==> src/rtl/spis_pkg.sv <==
package spis_pkg;
   localparam int unsigned ADDR_W = 2;

   typedef enum logic [ADDR_W-1:0] {
      REG_CTRL = 2'd0,
      REG_MODE = 2'd1,
      REG_DATA = 2'd2,
      REG_STAT = 2'd3
   } spis_reg_e;

   // control word bit positions
   localparam int unsigned CTL_EN    = 0;
   localparam int unsigned CTL_MST   = 1;
   localparam int unsigned CTL_CPHA  = 2;
   localparam int unsigned CTL_CPOL  = 3;
   localparam int unsigned CTL_IRQEN = 4;
   localparam int unsigned CTL_START = 5;
   localparam int unsigned CTL_STORED = 5;   // bits below START are kept

   // mode word: length code at the bottom, select direction at bit 7
   localparam int unsigned MODE_SSOUT = 7;

   // status word bit positions
   localparam int unsigned ST_DONE = 0;
   localparam int unsigned ST_OVR  = 1;
   localparam int unsigned ST_COL  = 2;
   localparam int unsigned ST_ABT  = 3;
   localparam int unsigned ST_BUSY = 4;
   localparam int unsigned NFLAGS  = 4;
endpackage

==> src/rtl/spis_sync.sv <==
module spis_sync #(
   parameter int unsigned       W       = 1,
   parameter int unsigned       STAGES  = 2,
   parameter logic [W-1:0]      RST_VAL = '0
) (
   input  logic         clk,
   input  logic         rst_n,
   input  logic [W-1:0] d,
   output logic [W-1:0] q
);
   logic [STAGES-1:0][W-1:0] chain;

   always_ff @(posedge clk or negedge rst_n) begin
      if (!rst_n) chain <= {STAGES{RST_VAL}};
      else        chain <= {chain[STAGES-2:0], d};
   end

   assign q = chain[STAGES-1];
endmodule

==> src/rtl/spis_shifter.sv <==
module spis_shifter #(
   parameter int unsigned DATA_W = 8,
   parameter int unsigned LEN_W  = 3
) (
   input  logic              clk,
   input  logic              rst_n,
   input  logic              active,
   input  logic              ss_n_s,
   input  logic              sck_s,
   input  logic              mosi_s,
   input  logic              cpol,
   input  logic              cpha,
   input  logic [LEN_W-1:0]  len_code,
   input  logic [DATA_W-1:0] load_data,
   output logic              miso,
   output logic              busy,
   output logic              rx_valid,
   output logic              abort_p,
   output logic [DATA_W-1:0] rx_data
);
   localparam int unsigned     CNT_W = LEN_W + 1;
   localparam logic [CNT_W-1:0] FULL  = CNT_W'(DATA_W);

   logic              sck_q, sel, sel_q, finished, first;
   logic              rise, fall, lead, trail, samp, shft;
   logic [CNT_W-1:0]  nbits, shamt, cnt, cnt_nx;
   logic [DATA_W-1:0] tx_sr, rx_sr, mask;

   assign rise  = sck_s & ~sck_q;
   assign fall  = ~sck_s & sck_q;
   assign lead  = cpol ? fall : rise;
   assign trail = cpol ? rise : fall;
   assign samp  = cpha ? trail : lead;
   assign shft  = cpha ? lead  : trail;

   assign sel    = active & ~ss_n_s;
   assign nbits  = (len_code == '0) ? FULL : {1'b0, len_code};
   assign shamt  = FULL - nbits;
   assign cnt_nx = cnt + CNT_W'(1);

   for (genvar i = 0; i < DATA_W; i++) begin : g_mask
      assign mask[i] = (CNT_W'(i) < nbits);
   end

   always_ff @(posedge clk or negedge rst_n) begin
      if (!rst_n) begin
         sck_q    <= 1'b0;
         sel_q    <= 1'b0;
         finished <= 1'b0;
         first    <= 1'b0;
         cnt      <= '0;
         tx_sr    <= '0;
         rx_sr    <= '0;
         rx_valid <= 1'b0;
         abort_p  <= 1'b0;
      end else begin
         sck_q    <= sck_s;
         sel_q    <= sel;
         rx_valid <= 1'b0;
         abort_p  <= 1'b0;
         if (sel && !sel_q) begin
            tx_sr    <= load_data << shamt;
            cnt      <= '0;
            first    <= 1'b1;
            finished <= 1'b0;
         end else if (sel && !finished) begin
            if (samp) begin
               rx_sr <= {rx_sr[DATA_W-2:0], mosi_s};
               cnt   <= cnt_nx;
               if (cnt_nx == nbits) begin
                  finished <= 1'b1;
                  rx_valid <= 1'b1;
               end
            end
            if (shft) begin
               if (cpha && first) first <= 1'b0;
               else               tx_sr <= tx_sr << 1;
            end
         end
         if (!sel && sel_q && !finished) abort_p <= 1'b1;
      end
   end

   assign miso    = tx_sr[DATA_W-1];
   assign busy    = sel;
   assign rx_data = rx_sr & mask;
endmodule

==> src/rtl/spis_regs.sv <==
module spis_regs
   import spis_pkg::*;
#(
   parameter int unsigned DATA_W = 8,
   parameter int unsigned LEN_W  = 3
) (
   input  logic              clk,
   input  logic              rst_n,
   input  logic              bus_sel,
   input  logic              bus_wr,
   input  logic [ADDR_W-1:0] bus_addr,
   input  logic [DATA_W-1:0] bus_wdata,
   input  logic              busy,
   input  logic              rx_valid,
   input  logic [DATA_W-1:0] rx_data,
   input  logic              abort_p,
   input  logic              col_cond,
   output logic [DATA_W-1:0] ctrl_q,
   output logic [DATA_W-1:0] mode_q,
   output logic [DATA_W-1:0] data_q,
   output logic [NFLAGS-1:0] flags_q,
   output logic [DATA_W-1:0] bus_rdata
);
   localparam logic [DATA_W-1:0] CTRL_WMASK = DATA_W'((1 << CTL_STORED) - 1);
   localparam logic [DATA_W-1:0] MODE_WMASK =
      DATA_W'((1 << MODE_SSOUT) | ((1 << LEN_W) - 1));

   logic              wr_ctl, wr_mode, wr_data, wr_stat;
   logic [NFLAGS-1:0] set_v, clr_v;

   assign wr_ctl  = bus_sel & bus_wr & (bus_addr == REG_CTRL);
   assign wr_mode = bus_sel & bus_wr & (bus_addr == REG_MODE);
   assign wr_data = bus_sel & bus_wr & (bus_addr == REG_DATA);
   assign wr_stat = bus_sel & bus_wr & (bus_addr == REG_STAT);

   always_comb begin
      set_v          = '0;
      set_v[ST_DONE] = rx_valid | abort_p | (wr_ctl & bus_wdata[CTL_START]);
      set_v[ST_OVR]  = wr_data & busy;
      set_v[ST_COL]  = col_cond;
      set_v[ST_ABT]  = abort_p;
      clr_v          = wr_stat ? bus_wdata[NFLAGS-1:0] : '0;
   end

   always_ff @(posedge clk or negedge rst_n) begin
      if (!rst_n) begin
         ctrl_q  <= '0;
         mode_q  <= '0;
         data_q  <= '0;
         flags_q <= '0;
      end else begin
         if (wr_ctl)  ctrl_q <= bus_wdata & CTRL_WMASK;
         if (wr_mode) mode_q <= bus_wdata & MODE_WMASK;
         if (rx_valid)               data_q <= rx_data;
         else if (wr_data && !busy)  data_q <= bus_wdata;
         flags_q <= (flags_q & ~clr_v) | set_v;
      end
   end

   always_comb begin
      unique case (bus_addr)
         REG_CTRL: bus_rdata = ctrl_q;
         REG_MODE: bus_rdata = mode_q;
         REG_DATA: bus_rdata = data_q;
         default:  bus_rdata = DATA_W'({busy, flags_q});
      endcase
   end
endmodule

==> src/rtl/spis_slave_top.sv <==
module spis_slave_top
   import spis_pkg::*;
#(
   parameter int unsigned DATA_W      = 8,
   parameter int unsigned SYNC_STAGES = 2
) (
   input  logic              clk,
   input  logic              rst_n,
   input  logic              bus_sel,
   input  logic              bus_wr,
   input  logic [1:0]        bus_addr,
   input  logic [DATA_W-1:0] bus_wdata,
   output logic [DATA_W-1:0] bus_rdata,
   input  logic              spi_sck,
   input  logic              spi_ss_n,
   input  logic              spi_mosi,
   output logic              spi_miso,
   output logic              spi_miso_oe,
   output logic              irq
);
   localparam int unsigned LEN_W = $clog2(DATA_W);

   if (DATA_W < 8) begin : g_bad_width
      $error("spis_slave_top: DATA_W must be at least 8");
   end
   if ((1 << LEN_W) != DATA_W) begin : g_bad_pow2
      $error("spis_slave_top: DATA_W must be a power of two");
   end
   if (SYNC_STAGES < 2) begin : g_bad_sync
      $error("spis_slave_top: SYNC_STAGES must be at least 2");
   end

   logic              sck_s, ss_n_s, mosi_s;
   logic              slave_active, col_cond, busy, rx_valid, abort_p;
   logic [DATA_W-1:0] ctrl_q, mode_q, data_q, rx_data;
   logic [NFLAGS-1:0] flags_q;

   spis_sync #(.W(3), .STAGES(SYNC_STAGES), .RST_VAL(3'b010)) u_sync (
      .clk (clk),
      .rst_n (rst_n),
      .d   ({spi_sck, spi_ss_n, spi_mosi}),
      .q   ({sck_s, ss_n_s, mosi_s})
   );

   assign slave_active = ctrl_q[CTL_EN] & ~ctrl_q[CTL_MST] & ~mode_q[MODE_SSOUT];
   assign col_cond     = ctrl_q[CTL_EN] & ctrl_q[CTL_MST] & ~mode_q[MODE_SSOUT] & ~ss_n_s;

   spis_shifter #(.DATA_W(DATA_W), .LEN_W(LEN_W)) u_shift (
      .clk       (clk),
      .rst_n     (rst_n),
      .active    (slave_active),
      .ss_n_s    (ss_n_s),
      .sck_s     (sck_s),
      .mosi_s    (mosi_s),
      .cpol      (ctrl_q[CTL_CPOL]),
      .cpha      (ctrl_q[CTL_CPHA]),
      .len_code  (mode_q[LEN_W-1:0]),
      .load_data (data_q),
      .miso      (spi_miso),
      .busy      (busy),
      .rx_valid  (rx_valid),
      .abort_p   (abort_p),
      .rx_data   (rx_data)
   );

   spis_regs #(.DATA_W(DATA_W), .LEN_W(LEN_W)) u_regs (
      .clk       (clk),
      .rst_n     (rst_n),
      .bus_sel   (bus_sel),
      .bus_wr    (bus_wr),
      .bus_addr  (bus_addr),
      .bus_wdata (bus_wdata),
      .busy      (busy),
      .rx_valid  (rx_valid),
      .rx_data   (rx_data),
      .abort_p   (abort_p),
      .col_cond  (col_cond),
      .ctrl_q    (ctrl_q),
      .mode_q    (mode_q),
      .data_q    (data_q),
      .flags_q   (flags_q),
      .bus_rdata (bus_rdata)
   );

   assign spi_miso_oe = busy;
   assign irq         = ctrl_q[CTL_IRQEN] & (|flags_q);
endmodule

==> config.mk <==
export PLATFORM = sky130hd
export DESIGN_NAME = spis_slave_top
export DESIGN_NICKNAME = d
export VERILOG_FILES = /design/src/rtl/spis_pkg.sv /design/src/rtl/spis_sync.sv /design/src/rtl/spis_shifter.sv /design/src/rtl/spis_regs.sv /design/src/rtl/spis_slave_top.sv
export SDC_FILE = /design/constraint.sdc
export NUM_CORES = 1
export LEC_CHECK = 0
export BUFFER_PORTS_ARGS = -buffer_cell sky130_fd_sc_hd__buf_4
export CAP_MARGIN = 20
export CORE_ASPECT_RATIO = 0.9
export CORE_MARGIN = 2
export CORE_UTILIZATION = 27
export CTS_BUF_LIST = sky130_fd_sc_hd__clkbuf_4
export DETAILED_ROUTE_END_ITERATION = 10
export SKIP_CTS_REPAIR_TIMING = 1
export SYNTH_ARGS = -nofsm -noshare
export SYNTH_HDL_FRONTEND = slang
export SYNTH_HIERARCHICAL = 1
export SYNTH_SLANG_ARGS = --single-unit
==> constraint.sdc <==
create_clock -name clk -period 5 [get_ports clk]
set_clock_uncertainty 0.05 [all_clocks]
set_input_delay 0.25 -clock clk [delete_from_list [all_inputs] [get_ports clk]]
set_output_delay 0.25 -clock clk [all_outputs]
set_load 0.01 [all_outputs]
==> results.yml <==
run_status:
  status: "finished clean"
placed_design:
  io_buffer_count: 27
  dp_hpwl_mm: 5.02
  placed_cells: 389
  gp_congestion: 0.789
layout:
  synthToLayoutAreaGrowth_pct: 13.0
  final_common_cell: "dfrtp_1"
  num-fill-cells: 1088
  fin_cells: 401
  antenna_cells: 0
  num-nets-final: 286
  mostFrequentLayoutCells: "51 x dfrtp_1, 31 x mux2_2, 27 x buf_4"
  drive_gt1_share_pct: 33.6
synth:
  synth_area_um2: 2940
  synth.net_count: 261
  synth_cells: 242
  yosysWarningCount: 6
  syn_avg_cell_area_um2: 12.1
route:
  vias_per_cell: 5.06
  drtPass1Iterations: 4
  totalWireLength_mm: 6.76
  drc: 0
  ant_nets: 0
  drt-initial-drc-count: 176
  vias: 2031
  wl_per_cell_um: 16.8
hold_path:
  holdPathEnd: "u_regs/data_q[4]"
  hp-class: "in -> reg"
  hold_depth: 2
  hold_path_startpoint: "bus_wdata[4]"
worst_setup_path:
  crit_path_start: "u_regs/mode_q[0]"
  worstPathMaxFanout: 18
  reg2reg_depth: 6
  rr_startpoint: "u_regs/mode_q[0]"
  cp.arrival_ns: 2.84
  worstReg2RegEnd: "u_shift/tx_sr[6]"
  r2r_slack_ns: 2.35
  end_kind: "flip-flop"
  start_kind: "flip-flop"
  cp.required_ns: 5.19
  critPathKind: "reg -> reg"
power:
  seqPwrFrac_pct: 52.4
  clkPwrFrac_pct: 16.2
  internal_power_uw: 773
  cellPowerDensity_nw_per_um2: 351
  vdd_drop_max_v: 0.000179
  combPwrFrac_pct: 31.4
  power.switching_uw: 391
  p_leak_nw: 1.41
  netSwitchingFraction_pct: 33.6
clocking:
  cts-root-buf: "clkbuf_4"
  clkSlewWorstSetupHoldPaths_ns: 0.16
  htree_levels: 2
  clock_latency_ns: 0.37
  numCtsBuffers: 5
  clockBufferDepth: 2
  cts_num_sinks: 53
  cts_tree: "built"
sta:
  maxSlewViolCount: 0
  worstMarginPinSlew_ns: 0.965
  setup_viol: 0
  fmax_mhz: 377
  rsz0062_at_grt: "false"
  whs_ns: 0.0522
  final.min_clock_period_ns: 2.65
  slew-limit-headroom_pct: 35.2
  hold_viol_final: 0
  fin_setup_tns_ns: 0
  finalCritPeriodShare_pct: 53.0
floorplanning:
  core_um2: 10700
  rows: 36
  die_area_um2: 11700
  io_pins: 28
  fp.dieW_um: 114
  fp.dieH_um: 103
  start_util_pct: 27.4
job:
  drv_cap: 0
grt:
  grt_overflow: 0
  antenna_found_initial: 0
  grt_max_degree: 54
  grt_pass1_vias: 2013
  grt_usage_pct: 11.8
  grt_pass1_wl_mm: 10.9
[how the worst max path moves through the flow]
stage                     cells after the start  slack, ns               end
after floorplan                               6       2.70  u_shift/tx_sr[3]
after global placement                        6       2.41  u_shift/tx_sr[6]
after detailed placement                      6       2.39  u_shift/tx_sr[2]
after CTS                                     5       2.36  u_shift/tx_sr[3]
after global routing                          6       2.10  u_shift/tx_sr[2]
final                                         6       2.35  u_shift/tx_sr[6]
[critical path, stage by stage, from the launching register on]
cell and delay [ns]:
dfrtp_1 0.84, inv_1 0.18, ha_1 0.43, mux4_2 0.51, nor2b_1 0.14, a211oi_1 0.29, a31oi_1 0.07
[registers in the layout, summed over array words and instances, names as in the netlist, 3 cells and up]
register        count
u_regs/flags_q      4
u_shift/cnt         4
u_sync/chain        3
u_shift/tx_sr       8
u_shift/rx_sr       8
u_regs/data_q       8
u_sync/q            3
u_regs/mode_q       4
u_regs/ctrl_q       5
[area by class of cell]
type	instances	area, um2	area share (%)
Timing Repair Buffer	31	243	7.32
Tap cell	133	166	5.02
Clock buffer	5	37.5	1.13
Clock inverter	3	17.5	0.528
Inverter	6	22.5	0.679
Multi-Input combinational cell	170	1500	45.3
Sequential cell	53	1330	40.1
[routing by layer]
metal  routed length (um)  share of wire (%)  track usage, %
met2                 3050                 45            18.4
met5                    0                  0               0
met1                 3330                 49            17.4
met4                   28               0.41            1.41
met3                  345                5.1            2.47
[power groups by stage]
stage          clock network, mW  registers (mW)  logic [mW]
4_1_cts                    0.198           0.611       0.364
5_1_grt                    0.212           0.626       0.403
6_report                   0.188           0.610       0.365
3_5_place_dp                   0           0.620       0.364
2_1_floorplan                  0           0.568       0.289
3_3_place_gp                   0           0.619       0.354
[metrics by stage]
| step | util, % | power [mW] | setup slack [ns] | instance area (um2) |
|---|---|---|---|---|
| floorplan | - | 0.857 | 2.70 | 2940 |
| global placement | 30.1 | 0.973 | 2.41 | 3220 |
| detailed placement | 30.1 | 0.984 | 2.39 | 3220 |
| CTS | 30.6 | 1.17 | 2.36 | 3280 |
| global route | 30.9 | 1.24 | 2.10 | 3320 |
| finish | 30.9 | 1.16 | 2.35 | 3320 |
(Power assumes the default switching activity.)
